==> src/rtl/tlbx_pkg.sv <==
package tlbx_pkg;
  localparam int FLAG_W = 4;
  localparam int FL_VALID = 0;
  localparam int FL_DIRTY = 1;
  localparam int FL_RINH  = 2;
  localparam int FL_XINH  = 3;

  typedef enum logic [1:0] {
    ACC_FETCH = 2'd0,
    ACC_LOAD  = 2'd1,
    ACC_STORE = 2'd2
  } acc_kind_e;

  typedef enum logic [2:0] {
    RES_MATCH  = 3'd0,
    RES_NOHIT  = 3'd1,
    RES_INVAL  = 3'd2,
    RES_MOD    = 3'd3,
    RES_RINH   = 3'd4,
    RES_XINH   = 3'd5
  } res_code_e;
endpackage

==> src/rtl/tlbx_first_pick.sv <==
module tlbx_first_pick #(
  parameter int N = 8
) (
  input  logic [N-1:0] hits,
  output logic [N-1:0] pick,
  output logic         any
);
  always_comb begin
    logic found;
    found = 1'b0;
    pick  = '0;
    for (int i = 0; i < N; i++) begin
      if (hits[i] && !found) begin
        pick[i] = 1'b1;
        found   = 1'b1;
      end
    end
    any = found;
  end
endmodule

==> src/rtl/tlbx_slot.sv <==
module tlbx_slot
  import tlbx_pkg::*;
#(
  parameter int VA_W     = 32,
  parameter int PA_W     = 32,
  parameter int ASID_W   = 8,
  parameter int PAIR_LSB = 13
) (
  input  logic              clk,
  input  logic              rst_n,
  input  logic              wr,
  input  logic [VA_W-1:0]   wr_vpn,
  input  logic [VA_W-1:0]   wr_pmask,
  input  logic [ASID_W-1:0] wr_asid,
  input  logic              wr_global,
  input  logic              wr_hinv,
  input  logic [PA_W-1:0]   wr_pfn_even,
  input  logic [PA_W-1:0]   wr_pfn_odd,
  input  logic [FLAG_W-1:0] wr_flags_even,
  input  logic [FLAG_W-1:0] wr_flags_odd,
  input  logic [VA_W-1:0]   va,
  input  logic [ASID_W-1:0] asid,
  output logic              hit,
  output logic [PA_W-1:0]   sel_pfn,
  output logic [FLAG_W-1:0] sel_flags,
  output logic [VA_W-1:0]   off_mask
);
  localparam logic [VA_W-1:0] MIN_LOW = {{(VA_W-PAIR_LSB){1'b0}}, {PAIR_LSB{1'b1}}};

  logic [VA_W-1:0]   vpn_q, pmask_q;
  logic [ASID_W-1:0] asid_q;
  logic              glob_q, hinv_q;
  logic [PA_W-1:0]   pfn0_q, pfn1_q;
  logic [FLAG_W-1:0] fl0_q, fl1_q;

  function automatic logic [VA_W-1:0] pair_mask(input logic [VA_W-1:0] pm);
    return pm | MIN_LOW;
  endfunction

  function automatic logic odd_half(input logic [VA_W-1:0] m, input logic [VA_W-1:0] a);
    return |(a & m & ~(m >> 1));
  endfunction

  always_ff @(posedge clk) begin
    if (!rst_n) begin
      vpn_q <= '0; pmask_q <= '0; asid_q <= '0; glob_q <= 1'b0;
      hinv_q <= 1'b1; pfn0_q <= '0; pfn1_q <= '0; fl0_q <= '0; fl1_q <= '0;
    end else if (wr) begin
      vpn_q <= wr_vpn; pmask_q <= wr_pmask; asid_q <= wr_asid;
      glob_q <= wr_global; hinv_q <= wr_hinv;
      pfn0_q <= wr_pfn_even; pfn1_q <= wr_pfn_odd;
      fl0_q <= wr_flags_even; fl1_q <= wr_flags_odd;
    end
  end

  logic [VA_W-1:0] cmp_mask;
  logic            tag_eq, asid_ok, is_odd;

  always_comb begin
    cmp_mask  = pair_mask(pmask_q);
    tag_eq    = ((va & ~cmp_mask) == (vpn_q & ~cmp_mask));
    asid_ok   = glob_q || (asid_q == asid);
    hit       = asid_ok && tag_eq && !hinv_q;
    is_odd    = odd_half(cmp_mask, va);
    sel_pfn   = is_odd ? pfn1_q : pfn0_q;
    sel_flags = is_odd ? fl1_q : fl0_q;
    off_mask  = cmp_mask >> 1;
  end
endmodule

==> src/rtl/tlbx_xlate.sv <==
module tlbx_xlate
  import tlbx_pkg::*;
#(
  parameter int ENTRIES  = 8,
  parameter int VA_W     = 32,
  parameter int PA_W     = 32,
  parameter int ASID_W   = 8,
  parameter int PAIR_LSB = 13
) (
  input  logic                       clk,
  input  logic                       rst_n,
  input  logic                       wr_en,
  input  logic [$clog2(ENTRIES)-1:0] wr_idx,
  input  logic [VA_W-1:0]            wr_vpn,
  input  logic [VA_W-1:0]            wr_pmask,
  input  logic [ASID_W-1:0]          wr_asid,
  input  logic                       wr_global,
  input  logic                       wr_hinv,
  input  logic [PA_W-1:0]            wr_pfn_even,
  input  logic [PA_W-1:0]            wr_pfn_odd,
  input  logic [3:0]                 wr_flags_even,
  input  logic [3:0]                 wr_flags_odd,
  input  logic                       req_valid,
  input  logic [VA_W-1:0]            req_va,
  input  logic [ASID_W-1:0]          req_asid,
  input  logic [1:0]                 req_kind,
  output logic                       rsp_valid,
  output logic [PA_W-1:0]            rsp_pa,
  output logic                       rsp_wr_ok,
  output logic [2:0]                 rsp_code
);
  localparam int IDX_W = $clog2(ENTRIES);

  logic [ENTRIES-1:0] hit_vec, pick_vec;
  logic               any_hit;
  logic [PA_W-1:0]    slot_pfn  [ENTRIES];
  logic [FLAG_W-1:0]  slot_fl   [ENTRIES];
  logic [VA_W-1:0]    slot_off  [ENTRIES];

  for (genvar g = 0; g < ENTRIES; g++) begin : g_slot
    tlbx_slot #(.VA_W(VA_W), .PA_W(PA_W), .ASID_W(ASID_W), .PAIR_LSB(PAIR_LSB)) u_slot (
      .clk(clk), .rst_n(rst_n),
      .wr(wr_en && (wr_idx == IDX_W'(g))),
      .wr_vpn(wr_vpn), .wr_pmask(wr_pmask), .wr_asid(wr_asid),
      .wr_global(wr_global), .wr_hinv(wr_hinv),
      .wr_pfn_even(wr_pfn_even), .wr_pfn_odd(wr_pfn_odd),
      .wr_flags_even(wr_flags_even), .wr_flags_odd(wr_flags_odd),
      .va(req_va), .asid(req_asid),
      .hit(hit_vec[g]), .sel_pfn(slot_pfn[g]), .sel_flags(slot_fl[g]),
      .off_mask(slot_off[g])
    );
  end

  tlbx_first_pick #(.N(ENTRIES)) u_pick (.hits(hit_vec), .pick(pick_vec), .any(any_hit));

  logic [PA_W-1:0]   win_pfn;
  logic [FLAG_W-1:0] win_fl;
  logic [VA_W-1:0]   win_off;

  always_comb begin
    win_pfn = '0; win_fl = '0; win_off = '0;
    for (int i = 0; i < ENTRIES; i++) begin
      win_pfn = win_pfn | (slot_pfn[i] & {PA_W{pick_vec[i]}});
      win_fl  = win_fl  | (slot_fl[i]  & {FLAG_W{pick_vec[i]}});
      win_off = win_off | (slot_off[i] & {VA_W{pick_vec[i]}});
    end
  end

  function automatic res_code_e classify(input logic hit, input logic [FLAG_W-1:0] fl,
                                         input logic [1:0] kind);
    if (!hit)                                  return RES_NOHIT;
    if (!fl[FL_VALID])                         return RES_INVAL;
    if (kind == ACC_FETCH && fl[FL_XINH])      return RES_XINH;
    if (kind == ACC_LOAD  && fl[FL_RINH])      return RES_RINH;
    if (kind == ACC_STORE && !fl[FL_DIRTY])    return RES_MOD;
    return RES_MATCH;
  endfunction

  res_code_e       code_c;
  logic [PA_W-1:0] pa_c;
  logic            wok_c;

  always_comb begin
    code_c = classify(any_hit, win_fl, req_kind);
    pa_c   = (code_c == RES_MATCH) ? (win_pfn | PA_W'(req_va & win_off)) : '0;
    wok_c  = (code_c == RES_MATCH) && win_fl[FL_DIRTY];
  end

  always_ff @(posedge clk) begin
    if (!rst_n) begin
      rsp_valid <= 1'b0; rsp_pa <= '0; rsp_wr_ok <= 1'b0; rsp_code <= RES_NOHIT;
    end else begin
      rsp_valid <= req_valid;
      if (req_valid) begin
        rsp_pa <= pa_c; rsp_wr_ok <= wok_c; rsp_code <= code_c;
      end
    end
  end


  rsp_follows_req_chk: assert property (@(posedge clk) disable iff (!rst_n)
    req_valid |=> rsp_valid);

  rsp_idle_chk: assert property (@(posedge clk) disable iff (!rst_n)
    !req_valid |=> !rsp_valid);

  pick_onehot_chk: assert property (@(posedge clk) disable iff (!rst_n)
    $onehot0(pick_vec) && ((pick_vec & ~hit_vec) == '0) && (any_hit == (hit_vec != '0)));

  xinh_fetch_only_chk: assert property (@(posedge clk) disable iff (!rst_n)
    (rsp_valid && rsp_code == RES_XINH) |-> $past(req_kind) == ACC_FETCH);

  rinh_load_only_chk: assert property (@(posedge clk) disable iff (!rst_n)
    (rsp_valid && rsp_code == RES_RINH) |-> $past(req_kind) == ACC_LOAD);

  mod_store_only_chk: assert property (@(posedge clk) disable iff (!rst_n)
    (rsp_valid && rsp_code == RES_MOD) |-> $past(req_kind) == ACC_STORE);

  fail_zero_chk: assert property (@(posedge clk) disable iff (!rst_n)
    (rsp_valid && rsp_code != RES_MATCH) |-> (rsp_pa == '0 && !rsp_wr_ok));
endmodule

==> config.mk <==
export PLATFORM = sky130hd
export DESIGN_NAME = tlbx_xlate
export DESIGN_NICKNAME = d
export VERILOG_FILES = /design/src/rtl/tlbx_pkg.sv /design/src/rtl/tlbx_first_pick.sv /design/src/rtl/tlbx_slot.sv /design/src/rtl/tlbx_xlate.sv
export SDC_FILE = /design/constraint.sdc
export NUM_CORES = 2
export LEC_CHECK = 0
export BUFFER_PORTS_ARGS = -buffer_cell sky130_fd_sc_hd__buf_2
export CAP_MARGIN = 20
export CORE_AREA = 5 5 245 486
export CTS_CLUSTER_DIAMETER = 60
export DETAILED_ROUTE_END_ITERATION = 7
export DIE_AREA = 0 0 250 491
export SYNTH_ARGS = -nofsm -noshare
export SYNTH_HDL_FRONTEND = slang
export SYNTH_SLANG_ARGS = --single-unit
==> constraint.sdc <==
create_clock -name clk -period 4 [get_ports clk]
set_input_delay 0.8 -clock clk [delete_from_list [all_inputs] [get_ports clk]]
set_output_delay 0.8 -clock clk [all_outputs]
set_load 0.01 [all_outputs]
==> impl_metrics.py <==
metrics = {
    "status": {
        "outcome": "finished, final reports clean",
    },
    "yosys": {
        "yosys-top-cells-area": "dfxtp_1 44%, nand2_1 17%, a21oi_1 11%",
        "ys_async_sr_fraction_pct": 0,
        "synth.distinct_cells": 85,
        "syn_area_mm2": 0.0457,
        "synth_top_cell_by_area": "dfxtp_1",
        "synth.net_count": 6052,
        "avgSynthCellArea_um2": 7.79,
        "synth-seq-cells": 997,
        "ys_seq_area_share_pct": 43.7,
        "post-synth-top-area-fraction_pct": 43.7,
        "synth_edf_count": 0,
        "synth_top_flop_cell": "dfxtp_1",
        "synthCells": 5857,
        "synth_warnings": 0,
    },
    "routing": {
        "routedWlPerCell_um": 27.6,
        "drt_wl_total_um": 211000,
        "avgViaCountPerCell": 5.68,
        "drtIter0Drc": 4530,
        "dr.pass1.iters": 8,
        "drtAntennaViolNets": 0,
        "vias": 43300,
        "route.detailed.drc": 0,
    },
    "die": {
        "die_area_mm2": 0.123,
        "die_y_um": 491,
        "die_x_um": 250,
        "rows": 176,
        "coreArea_mm2": 0.115,
        "num_io_pins": 232,
        "start_util_pct": 39.8,
    },
    "power_and_ir_drop": {
        "p_leak_nw": 18.8,
        "powerDensity_mw_per_mm2": 413,
        "vdd_drop_max_mv": 0.461,
    },
    "critical_path": {
        "r2r_slack_ns": 0.10,
        "rr_endpoint": "rsp_pa[27]",
        "critical_path_class": "input port to register",
        "r2r_cells": 12,
        "cp_data_arrival_time_ns": 4.56,
        "r2r_start": "g_slot[1].u_slot.vpn_q[26]",
        "start_kind": "input port",
        "cp_max_fo": 10,
        "crit_path_end_kind": "register",
        "worstPathRequired_ns": 4.64,
    },
    "sta": {
        "period_share_pct": 98.0,
        "tightestPinTransition_ns": 1.11,
        "max-slew-margin-rel_pct": 25.2,
        "rsz0062_at_grt": "no",
        "fin_ws_ns": 0.0795,
        "finalHoldViolations": 0,
        "max_freq_mhz": 255,
        "setup_viol": 0,
        "fin_hold_ws_ns": 0.407,
        "slew_viol_final": 0,
        "skew_ns": 0.0400,
        "period_minus_slack_ns": 3.92,
    },
    "cts": {
        "clk_transition_reported_paths_ns": 0.07,
        "postCtsHoldBufs": 0,
        "cts_max_path_buffers": 3,
        "root_buffer": "clkbuf_16",
        "numCtsBuffers": 91,
        "cts.sink_count": 997,
        "cts_tree": "built",
        "htree_num_levels": 3,
        "clk_latency_ns": 0.74,
    },
    "layout": {
        "nNetsFinal": 6217,
        "area_growth_pct": 16.6,
        "mostFrequentLayoutCell": "nand2_1",
        "design_area_mm2": 0.0532,
        "final_cell_mix": "2028 x nand2_1, 999 x a21oi_1, 997 x dfxtp_1",
        "drive_above_1_share_pct": 16.6,
    },
    "grt": {
        "grt_antenna_before_repair": 25,
        "grt_pass1_wl_um": 298000,
        "grt_max_degree": 173,
        "grt_usage_pct": 32.9,
        "grt_pass1_vias": 41300,
        "grt-ovfl-total": 0,
    },
    "min_path": {
        "holdPathStages": 3,
        "hold_start": "wr_asid[4]",
        "holdPathEnd": "g_slot[7].u_slot.asid_q[4]",
        "min_path_type": "input port to register",
    },
    "place": {
        "place_hpwl_um": 145000,
        "pre_cts_slack_ns": -1.27,
        "gp_congestion": 1.02,
        "placed_area_mm2": 0.0500,
        "io_buffers": 205,
    },
    "job": {
        "maxCapViolCount": 0,
    },
}
==> flip-flops by register name (all words and copies together), names as in the netlist <==
| name | cells |
|---|---|
| g_slot.u_slot.asid_q | 64 |
| g_slot.u_slot.fl0_q | 32 |
| g_slot.u_slot.fl1_q | 32 |
| g_slot.u_slot.glob_q | 8 |
| g_slot.u_slot.hinv_q | 8 |
| g_slot.u_slot.pfn0_q | 256 |
| g_slot.u_slot.pfn1_q | 256 |
| g_slot.u_slot.pmask_q | 152 |
| g_slot.u_slot.vpn_q | 152 |
| rsp_code | 3 |
| rsp_pa | 32 |
| rsp_valid | 1 |
| rsp_wr_ok | 1 |
==> cell type report <==
| cell class | count | area (µm²) |
|---|---|---|
| clock inverter | 37 | 422 |
| tap | 1513 | 1890 |
| sequential | 997 | 20000 |
| inverter | 61 | 236 |
| fill | 11400 | 61500 |
| antenna | 18 | 45.0 |
| multi-input combinational | 4230 | 22900 |
| timing repair buffer | 641 | 5090 |
| clock buffer | 129 | 2690 |
==> cells in the mapped netlist (all sizes together), types with 5 or more instances <==
cell type / n
o22ai: 87
nor4b: 13
nor3b: 5
o31ai: 21
a222oi: 39
xnor2: 155
buf: 207
a21oi: 999
o211ai: 22
nand2b: 6
nand3: 32
o32ai: 17
o22a: 13
o21ai: 73
clkbuf: 362
nor2: 44
and3: 6
dfxtp: 997
a221oi: 5
o21bai: 5
mux2: 111
mux2i: 173
o32a: 32
o221ai: 16
nor3: 22
nor2b: 6
xor2: 61
nand4: 19
a31oi: 24
inv: 60
a211oi: 5
nor4: 50
nand3b: 87
nand2: 2034
==> worst max-delay path by stage <==
stage / startpoint / endpoint / slack (ns) / cells past startpoint
finish: req_va[21] / rsp_pa[27] / 0.08 / 16
global route: g_slot[2].u_slot.asid_q[4] / rsp_pa[3] / 0.008 / 13
CTS: g_slot[3].u_slot.vpn_q[29] / rsp_pa[31] / 0.04 / 13
detailed placement: req_va[29] / rsp_pa[31] / -1.27 / 14
global placement: req_va[29] / rsp_pa[31] / -1.14 / 14
floorplan: req_asid[1] / rsp_pa[17] / 0.65 / 13
==> report_power, final <==
group / total (mW) / internal (mW) / switching [mW]
registers: 10.3 / 10.1 / 0.163
logic: 2.36 / 0.799 / 1.56
clock network: 9.32 / 5.17 / 4.15
total: 22.0 / 16.1 / 5.88
==> logic make-up (layout without fill, tap and decap cells) <==
family                    count (synthesis)  after routing  share of synthesized area, %
muxes                                   284            284                          6.53
other                                     0             18                             0
buffers and inverters                   630            868                          6.85
AOI/OAI and AO/OA                      1389           1389                          17.7
DFF                                     997            997                          43.7
xor gates and xnor gates                216            216                          4.16
and+or+nand+nor                        2341           2341                          21.1
==> critical path: stages <==
cell,delay (ns)
buf_2,0.22
buf_4,0.16
buf_4,0.23
inv_1,0.18
o31ai_1,0.67
buf_4,0.23
nor4_2,0.04
buf_4,0.19
nand4_1,0.08
a211oi_1,0.10
a31oi_2,0.31
o221ai_2,0.17
o41ai_4,0.45
o2111ai_4,0.23
buf_4,0.29
o21ai_2,0.16
==> timing repair <==
item                                   CTS  global route
setup endpoints to repair               36            35
endpoints found under the hold margin    0             0
resized for setup                        5            12
pin swaps                                0             2
setup buffers                            0             1
==> per-layer routing <==
| metal | vias to the layer above | part of all wire (%) | track usage (%) |
|---|---|---|---|
| met5 | - | 0.049 | 0 |
| met4 | 14 | 11 | 27.8 |
| met3 | 681 | 6.2 | 5.84 |
| met2 | 1887 | 49 | 55.9 |
| met1 | 20700 | 35 | 35.0 |
| li1 | 20000 | - | - |
==> metrics by stage <==
stage	setup TNS (ns)	std cells	power, mW	util, %
after floorplan	0	5857	11.8	-
after global placement	-39.16	7441	12.8	43.6
after detailed placement	-42.66	7441	12.8	43.6
after CTS	0	7607	22.0	46.3
after global routing	0	7615	22.6	46.4
final	0	7626	22.0	46.4
No activity file was read; power rests on OpenSTA's default activity.
